$ cat src/rtl/sfr_pkg.sv
package sfr_pkg;
    typedef enum logic [2:0] {
        ST_IDLE = 3'd0,
        ST_CMD  = 3'd1,
        ST_ADDR = 3'd2,
        ST_DATA = 3'd3,
        ST_SKIP = 3'd4
    } state_e;
endpackage

$ cat src/rtl/pin_sync.sv
module pin_sync #(
    parameter int WIDTH  = 3,
    parameter int STAGES = 2
) (
    input  logic             clk,
    input  logic             rst_n,
    input  logic [WIDTH-1:0] pin_i,
    output logic [WIDTH-1:0] sync_o
);
    logic [WIDTH-1:0] stg_q [STAGES];

    always_ff @(posedge clk or negedge rst_n) begin
        if (!rst_n) stg_q[0] <= '0;
        else        stg_q[0] <= pin_i;
    end

    for (genvar i = 1; i < STAGES; i++) begin : g_stage
        always_ff @(posedge clk or negedge rst_n) begin
            if (!rst_n) stg_q[i] <= '0;
            else        stg_q[i] <= stg_q[i-1];
        end
    end

    assign sync_o = stg_q[STAGES-1];
endmodule

$ cat src/rtl/byte_ram.sv
module byte_ram #(
    parameter int AW = 8,
    localparam int DEPTH = 1 << AW
) (
    input  logic          clk,
    input  logic          we,
    input  logic [AW-1:0] waddr,
    input  logic [7:0]    wdata,
    input  logic [AW-1:0] raddr,
    output logic [7:0]    rdata
);
    logic [7:0] mem [DEPTH];

    always_ff @(posedge clk) begin
        if (we) mem[waddr] <= wdata;
        rdata <= mem[raddr];
    end
endmodule

$ cat src/rtl/sflash_read_responder.sv
module sflash_read_responder
    import sfr_pkg::*;
#(
    parameter int          MEM_AW      = 8,
    parameter int          SYNC_STAGES = 2,
    parameter logic [7:0]  READ_OP     = 8'h03
) (
    input  logic              clk,
    input  logic              rst_n,
    input  logic              cs_n,
    input  logic              sck,
    input  logic              sdi,
    input  logic              busy,
    input  logic              load_en,
    input  logic [MEM_AW-1:0] load_addr,
    input  logic [7:0]        load_data,
    output logic              sdo,
    output logic              sdo_oe
);
    localparam int CMD_BITS   = 8;
    localparam int ADDR_BITS  = 24;
    localparam int FRAME_BITS = CMD_BITS + ADDR_BITS;
    localparam int CNT_W      = $clog2(FRAME_BITS);
    localparam int KEEP       = (MEM_AW > CMD_BITS) ? MEM_AW : CMD_BITS;

    typedef struct packed {
        state_e              st;
        logic                sck_p;
        logic                cs_p;
        logic [CNT_W-1:0]    cnt;
        logic [KEEP-2:0]     shin;
        logic [MEM_AW-1:0]   addr;
        logic [6:0]          shout;
        logic [2:0]          bitn;
        logic                sdo;
        logic                oe;
    } regs_t;

    regs_t q, d;

    logic       s_cs, s_sck, s_sdi;
    logic [7:0] rdata;

    // cs is synchronized as active-high "selected released" level (cs_n)
    pin_sync #(.WIDTH(3), .STAGES(SYNC_STAGES)) i_sync (
        .clk    (clk),
        .rst_n  (rst_n),
        .pin_i  ({cs_n, sck, sdi}),
        .sync_o ({s_cs, s_sck, s_sdi})
    );

    byte_ram #(.AW(MEM_AW)) i_ram (
        .clk   (clk),
        .we    (load_en),
        .waddr (load_addr),
        .wdata (load_data),
        .raddr (q.addr),
        .rdata (rdata)
    );

    logic            rise, fall, sel_fall;
    logic [KEEP-1:0] shin_next;

    always_comb begin
        rise      = s_sck & ~q.sck_p;
        fall      = ~s_sck & q.sck_p;
        sel_fall  = ~s_cs & q.cs_p;
        shin_next = {q.shin, s_sdi};

        d       = q;
        d.sck_p = s_sck;
        d.cs_p  = s_cs;

        if (s_cs) begin
            d.st  = ST_IDLE;
            d.oe  = 1'b0;
            d.cnt = '0;
        end else begin
            unique case (q.st)
                ST_IDLE: begin
                    if (sel_fall) begin
                        d.st  = ST_CMD;
                        d.cnt = '0;
                    end
                end
                ST_CMD: begin
                    if (rise) begin
                        d.shin = shin_next[KEEP-2:0];
                        d.cnt  = q.cnt + 1'b1;
                        if (q.cnt == CNT_W'(CMD_BITS - 1)) begin
                            d.st = (shin_next[7:0] == READ_OP && !busy) ? ST_ADDR : ST_SKIP;
                        end
                    end
                end
                ST_ADDR: begin
                    if (rise) begin
                        d.shin = shin_next[KEEP-2:0];
                        d.cnt  = q.cnt + 1'b1;
                        if (q.cnt == CNT_W'(FRAME_BITS - 1)) begin
                            d.st   = ST_DATA;
                            d.addr = shin_next[MEM_AW-1:0];
                            d.bitn = '0;
                        end
                    end
                end
                ST_DATA: begin
                    if (fall) begin
                        d.oe   = 1'b1;
                        d.bitn = q.bitn + 3'd1;
                        if (q.bitn == 3'd0) begin
                            d.sdo   = rdata[7];
                            d.shout = rdata[6:0];
                            d.addr  = q.addr + 1'b1;
                        end else begin
                            d.sdo   = q.shout[6];
                            d.shout = {q.shout[5:0], 1'b0};
                        end
                    end
                end
                default: ;
            endcase
        end
    end

    always_ff @(posedge clk or negedge rst_n) begin
        if (!rst_n) q <= '0;
        else        q <= d;
    end

    assign sdo    = q.oe & q.sdo;
    assign sdo_oe = q.oe;

    state_e            st_q;
    logic [MEM_AW-1:0] addr_q;
    assign st_q   = q.st;
    assign addr_q = q.addr;
endmodule

$ cat config.mk
export PLATFORM = sky130hd
export DESIGN_NAME = sflash_read_responder
export DESIGN_NICKNAME = d
export VERILOG_FILES = /design/src/rtl/sfr_pkg.sv /design/src/rtl/pin_sync.sv /design/src/rtl/byte_ram.sv /design/src/rtl/sflash_read_responder.sv
export SDC_FILE = /design/constraint.sdc
export NUM_CORES = 2
export LEC_CHECK = 0
export CAP_MARGIN = 25
export CELL_PAD_IN_SITES_DETAIL_PLACEMENT = 1
export CELL_PAD_IN_SITES_GLOBAL_PLACEMENT = 1
export CORE_ASPECT_RATIO = 1.2
export CORE_MARGIN = 2
export CORE_UTILIZATION = 56
export CTS_CLUSTER_SIZE = 10
export DETAILED_ROUTE_END_ITERATION = 12
export GPL_ROUTABILITY_DRIVEN = 0
export PLACE_DENSITY = 0.88
export SETUP_SLACK_MARGIN = 0.15
export SLEW_MARGIN = 30
export SYNTH_ARGS = -nofsm -noshare
export SYNTH_HDL_FRONTEND = slang
export SYNTH_SLANG_ARGS = --single-unit
$ cat constraint.sdc
create_clock -name clk -period 3.5 [get_ports clk]
set_clock_uncertainty 0.15 [all_clocks]
set_input_delay 0.525 -clock clk [delete_from_list [all_inputs] [get_ports clk]]
set_output_delay 0.525 -clock clk [all_outputs]
set_load 0.1 [all_outputs]
==> results of run 1 <==
## repair_timing
action	4_1_cts
pin swaps	1
gates resized for setup	30
hold endpoints to repair	46
buffers inserted	8
hold buffers	4
setup endpoints to repair	8
## through the flow
stage	setup TNS [ns]	hold slack [ns]	util [%]
after floorplan	0	0.0794	-
after global placement	-3.15	0.187	60.2
after detailed placement	-0.897	0.194	60.2
after CTS	0	0.0382	64.7
## cells by family after synthesis
logic type                 Yosys count  share of synthesized area, %
AOI/OAI and AO/OA                  493                          4.02
xor gates and xnor gates             2                        0.0215
adders and majority gates            5                        0.0769
buffers and inverters              259                          1.74
DFF                               2099                          77.1
muxes                              591                          14.1
and+or+nand+nor                    517                          2.87
## layer usage
layer  GRT overflow  GRT usage, %
met1             20          71.4
met4             38          70.9
met5              1          55.0
met2             39          86.4
met3             23          69.3
==> flow_metrics.py, run 1 <==
metrics = {
    "cts": {
        "cts_made_buffers": 228,
        "ctsRootBufferMaster": "clkbuf_16",
        "cts_htree_levels": 4,
        "cts_num_sinks": 2099,
        "cts-root-to-sink-buffers": 3,
    },
    "synth": {
        "synth-edff-count": 2048,
        "number_of_flip_flops_and_latches_in_the_synthesized_netlist": 2099,
        "synth.yosys.seq_area_share_pct": 77.1,
        "mappedNetlistArea_mm2": 0.0813,
        "synth_common_cells": "2048 x edfxtp_1, 445 x mux4_2, 300 x nor2_1",
        "synth_area_per_cell_um2": 20.5,
        "cell_type_with_the_largest_total_area_after_synthesis": "edfxtp_1",
        "postSynthCellCount": 3966,
        "postSynth.asyncResetShare_pct": 2.05,
        "postSynth.topFlopCell": "edfxtp_1",
        "postSynthNetCount": 3994,
        "dominant_cell_by_count_in_the_synthesized_netlist": "edfxtp_1",
        "yosys.cell_types.count": 67,
        "synth.top_cells.by_area": "edfxtp_1 76%, mux4_2 12%, a22oi_1 1.7%",
        "yosysTopAreaCellShare_pct": 75.6,
        "ys_warn_count": 0,
    },
    "global_routing": {
        "globalRouteOverflowTotal": 121,
        "grt_antenna_before_repair": 64,
        "grt_util_all_layers_pct": 74.8,
        "grt_max_degree": 105,
    },
    "floorplan": {
        "start_util_pct": 56.3,
        "placementRows": 153,
        "boundaryPins": 25,
        "die_span_y_um": 421,
        "die_width_um": 352,
    },
    "placement": {
        "placed_cell_area_mm2": 0.0870,
        "dpl.cell_count": 6173,
        "pre_cts_ws_ns": -0.293,
        "buffer_ports.inserted": 24,
        "detailed_place_hpwl_um": 151000,
    },
    "status": {
        "flow.first_error": "[ERROR GRT-0232] Routing congestion too high. Check the congestion heatmap in the GUI.",
        "status": "aborted with a tool error",
        "haltStage": "global routing (5_1_grt)",
    },
    "timing": {
        "worst_endpoint_kind": "sequential cell input",
        "grt-worst-endpoint": "i_ram.rdata[1]$_DFF_P_/D",
    },
}
==> run 2, diff against run 1 <==
--- a/config.mk
+++ b/config.mk
@@ -6,16 +6,11 @@
 export NUM_CORES = 2
 export LEC_CHECK = 0
 export CAP_MARGIN = 25
-export CELL_PAD_IN_SITES_DETAIL_PLACEMENT = 1
-export CELL_PAD_IN_SITES_GLOBAL_PLACEMENT = 1
-export CORE_ASPECT_RATIO = 1.2
 export CORE_MARGIN = 2
-export CORE_UTILIZATION = 56
-export CTS_CLUSTER_SIZE = 10
+export CORE_UTILIZATION = 40
 export DETAILED_ROUTE_END_ITERATION = 12
 export GPL_ROUTABILITY_DRIVEN = 0
-export PLACE_DENSITY = 0.88
-export SETUP_SLACK_MARGIN = 0.15
+export PLACE_DENSITY_LB_ADDON = 0.15
 export SLEW_MARGIN = 30
 export SYNTH_ARGS = -nofsm -noshare
 export SYNTH_HDL_FRONTEND = slang
==> flow_metrics.py, run 2 <==
metrics = {
    "finish": {
        "largest_registers": "i_ram.mem (2048), q (25)",
        "layout.cells.most_common": "edfxtp_1",
        "fraction_of_layout_cells_with_a_size_suffix_above_1_pct": 29.0,
        "layout_cell_area_excl_fill_mm2": 0.0953,
        "finalNonFillerCells": 7364,
        "registers.top_by_ff_count": "i_ram.mem",
        "layout.filler_cells": 16800,
        "area.growth.synth_to_final_pct": 17.1,
        "largest_register_ffs": 2048,
        "top_library_cells_by_usage_in_the_layout_fill_and_taps_aside": "2048 x edfxtp_1, 505 x buf_4, 445 x mux4_2",
        "layout.nets": 4536,
    },
    "drt": {
        "detail_route.first_pass.iterations": 5,
        "post_drt_via_cell_ratio": 5.67,
        "drt_iter0_drc": 4542,
        "post-route-drc-count": 0,
        "post_drt_wl_per_cell_um": 29.7,
        "route.antenna.remaining_nets": 0,
        "routed_wl_um": 218000,
        "vias": 41700,
    },
    "timing": {
        "finalCriticalPeriod_ns": 3.39,
        "achievable-frequency_ghz": 0.295,
        "actual_slew_at_the_worst_max_slew_pin_ns": 1.05,
        "timing.final.hold_violations": 0,
        "setup_viol": 0,
        "grt_setup_unrepaired": "false",
        "post-route-period-util_pct": 96.9,
        "tightest_slew_margin_relative_to_the_limit_pct": 29.8,
        "final-max-slew-violation-count": 0,
    },
    "power_and_ir_drop": {
        "power.leakage_nw": 29.6,
        "fraction_of_power_spent_switching_nets_pct": 23.0,
        "power.internal_w": 0.0427,
        "pwr-share-comb_pct": 9.6,
        "seq_power_share_pct": 50.2,
        "power_frac_clock_pct": 40.2,
        "power.net_switching_w": 0.0127,
        "power_per_cell_area_mw_per_mm2": 582,
        "max-vdd-ir-drop_v": 0.000536,
        "totalPowerFinal_w": 0.0555,
    },
    "floorplan": {
        "die_width_um": 455,
        "die_span_y_um": 455,
        "boundaryPins": 25,
        "die_area_mm2": 0.207,
        "placementRows": 165,
        "start_util_pct": 40.2,
        "core_area_mm2": 0.202,
    },
    "critical_path": {
        "data_arrival_critical_path_ns": 3.97,
        "end_kind": "register",
        "setup_slack_reg_to_reg_ns": 0.11,
        "r2r.worst_path.cells": 10,
        "critical_path_required_ns": 4.07,
        "worstSetupPathType": "register to register",
        "worst_r2r_startpoint": "addr_q[1]",
        "critical_path.slowest_cell": "dfrtp_4",
        "critical-path-max-stage-delay_ns": 0.54,
        "crit-reg2reg-capture": "i_ram.rdata[5]",
        "critical-path-top-cell-by-count": "buf_12",
        "critical_path_cell_by_cell": "buf_12 -> buf_12 -> buf_12 -> mux4_2 -> mux2i_1 -> a21oi_1 -> a21oi_1 -> nor3b_1 -> buf_4 -> nor4_1",
        "cp_max_fo": 39,
        "worstSetupStartpointType": "register",
    },
    "synth": {
        "synth-edff-count": 2048,
        "yosys.cell_types.count": 67,
        "synth.top_cells.by_area": "edfxtp_1 76%, mux4_2 12%, a22oi_1 1.7%",
        "yosysTopAreaCellShare_pct": 75.6,
        "dominant_cell_by_count_in_the_synthesized_netlist": "edfxtp_1",
        "postSynth.topFlopCell": "edfxtp_1",
        "synth.yosys.seq_area_share_pct": 77.1,
        "synth_area_per_cell_um2": 20.5,
        "postSynth.asyncResetShare_pct": 2.05,
        "ys_warn_count": 0,
        "mappedNetlistArea_mm2": 0.0813,
        "postSynthNetCount": 3994,
        "synth_common_cells": "2048 x edfxtp_1, 445 x mux4_2, 300 x nor2_1",
        "cell_type_with_the_largest_total_area_after_synthesis": "edfxtp_1",
        "number_of_flip_flops_and_latches_in_the_synthesized_netlist": 2099,
        "postSynthCellCount": 3966,
    },
    "cts": {
        "cts_made_buffers": 217,
        "ctsRootBufferMaster": "clkbuf_16",
        "cts_num_sinks": 2099,
        "clk-insertion-delay-late_ns": 0.86,
        "cts_tree": "built",
        "cts.reportedPaths.clkPinSlew_ns": 0.06,
        "post_cts_setup_buffer_count": 0,
        "cts_htree_levels": 4,
        "cts-root-to-sink-buffers": 3,
    },
    "global_routing": {
        "globalRouteOverflowTotal": 0,
        "grt_antenna_before_repair": 7,
        "grt_util_all_layers_pct": 21.2,
        "number_of_global_route_vias_before_repair": 41900,
        "global_route_wire_length_before_repair_um": 312000,
        "grt_max_degree": 115,
    },
    "status": {
        "status": "finished clean",
    },
    "run": {
        "drv_cap": 0,
    },
    "placement": {
        "dpl.cell_count": 6956,
        "buffer_ports.inserted": 24,
        "placed_cell_area_mm2": 0.0883,
        "detailed_place_hpwl_um": 142000,
    },
    "hold_path": {
        "holdCritPathClass": "primary input to async pin",
    },
}
run 2: worst max-delay path by stage:
stage	start	to	slack, ns	cells past startpoint
2_1_floorplan	load_addr[3]	i_ram.mem[235][0]	1.01	6
3_3_place_gp	addr_q[0]	i_ram.rdata[7]	-0.37	9
3_5_place_dp	addr_q[0]	i_ram.rdata[1]	-0.13	8
4_1_cts	addr_q[1]	i_ram.rdata[0]	0.03	9
5_1_grt	addr_q[0]	i_ram.rdata[2]	0.0005	7
6_report	addr_q[1]	i_ram.rdata[5]	0.11	10
run 2: repair_timing:
| item | CTS | global route |
|---|---|---|
| resized for setup | 5 | 3 |
| endpoints found under the setup margin | 3 | 3 |
| endpoints found under the hold margin | 145 | 0 |
| hold buffers | 5 | 0 |
| cloned | 0 | 0 |
run 2: critical path: cells and delay by family, from the launching register on:
family,cells,cell delay (ns)
buffers and inverters,4,1.04
muxes,2,0.71
DFF,1,0.54
and+or+nand+nor,2,0.48
AOI/OAI and AO/OA,2,0.25
run 2: final cells by class:
cell class | count | area [µm²] | share of cell area, %
Inverter | 9 | 33.8 | 0.0355
Timing Repair Buffer | 573 | 4930 | 5.18
Clock buffer | 272 | 5750 | 6.04
Tap cell | 2672 | 3340 | 3.51
Antenna cell | 6 | 15.0 | 0.0158
Multi-Input combinational cell | 1608 | 17300 | 18.2
Sequential cell | 2099 | 62700 | 65.9
Clock inverter | 125 | 1110 | 1.16
run 2: cell families (layout without fill, tap and decap cells):
family          after synthesis  after routing  share of synthesized area [%]
mux                         591            591                           14.1
xor+xnor                      2              2                         0.0215
other cells                   0              6                              0
buf+inv                     259            979                           1.74
fa+ha+maj                     5              5                         0.0769
flops                      2099           2099                           77.1
simple gates                517            517                           2.87
compound gates              493            493                           4.02
run 2: layer usage:
layer | up-vias | GRT usage [%] | share of wire, %
met4 | 4 | 4.89 | 2.0
met3 | 261 | 3.50 | 6.1
met1 | 22500 | 30.3 | 43
li1 | 17600 | - | -
met5 | - | 0 | 0.011
met2 | 1392 | 34.2 | 48
run 2: through the flow:
| stage | setup TNS, ns | setup WS, ns | util (%) | hold slack [ns] |
|---|---|---|---|---|
| after floorplan | 0 | 1.01 | - | 0.0794 |
| after global placement | -0.474 | -0.366 | 43.7 | 0.186 |
| after global routing | 0 | 0.000468 | 47.1 | 0.0288 |
| after CTS | 0 | 0.0294 | 47.1 | 0.00313 |
| after detailed placement | -0.174 | -0.135 | 43.7 | 0.186 |
| final | 0 | 0.108 | 47.1 | 0.0527 |
run 2: power by group through the flow:
stage,registers [W],clock network (W),logic (W)
after floorplan,0.0283,0,0.00345
after global placement,0.0284,0,0.00539
after detailed placement,0.0284,0,0.00542
after CTS,0.0278,0.0228,0.00544
after global routing,0.0278,0.0238,0.00568
final,0.0278,0.0223,0.00532
Power figures use the tool's default switching activity.
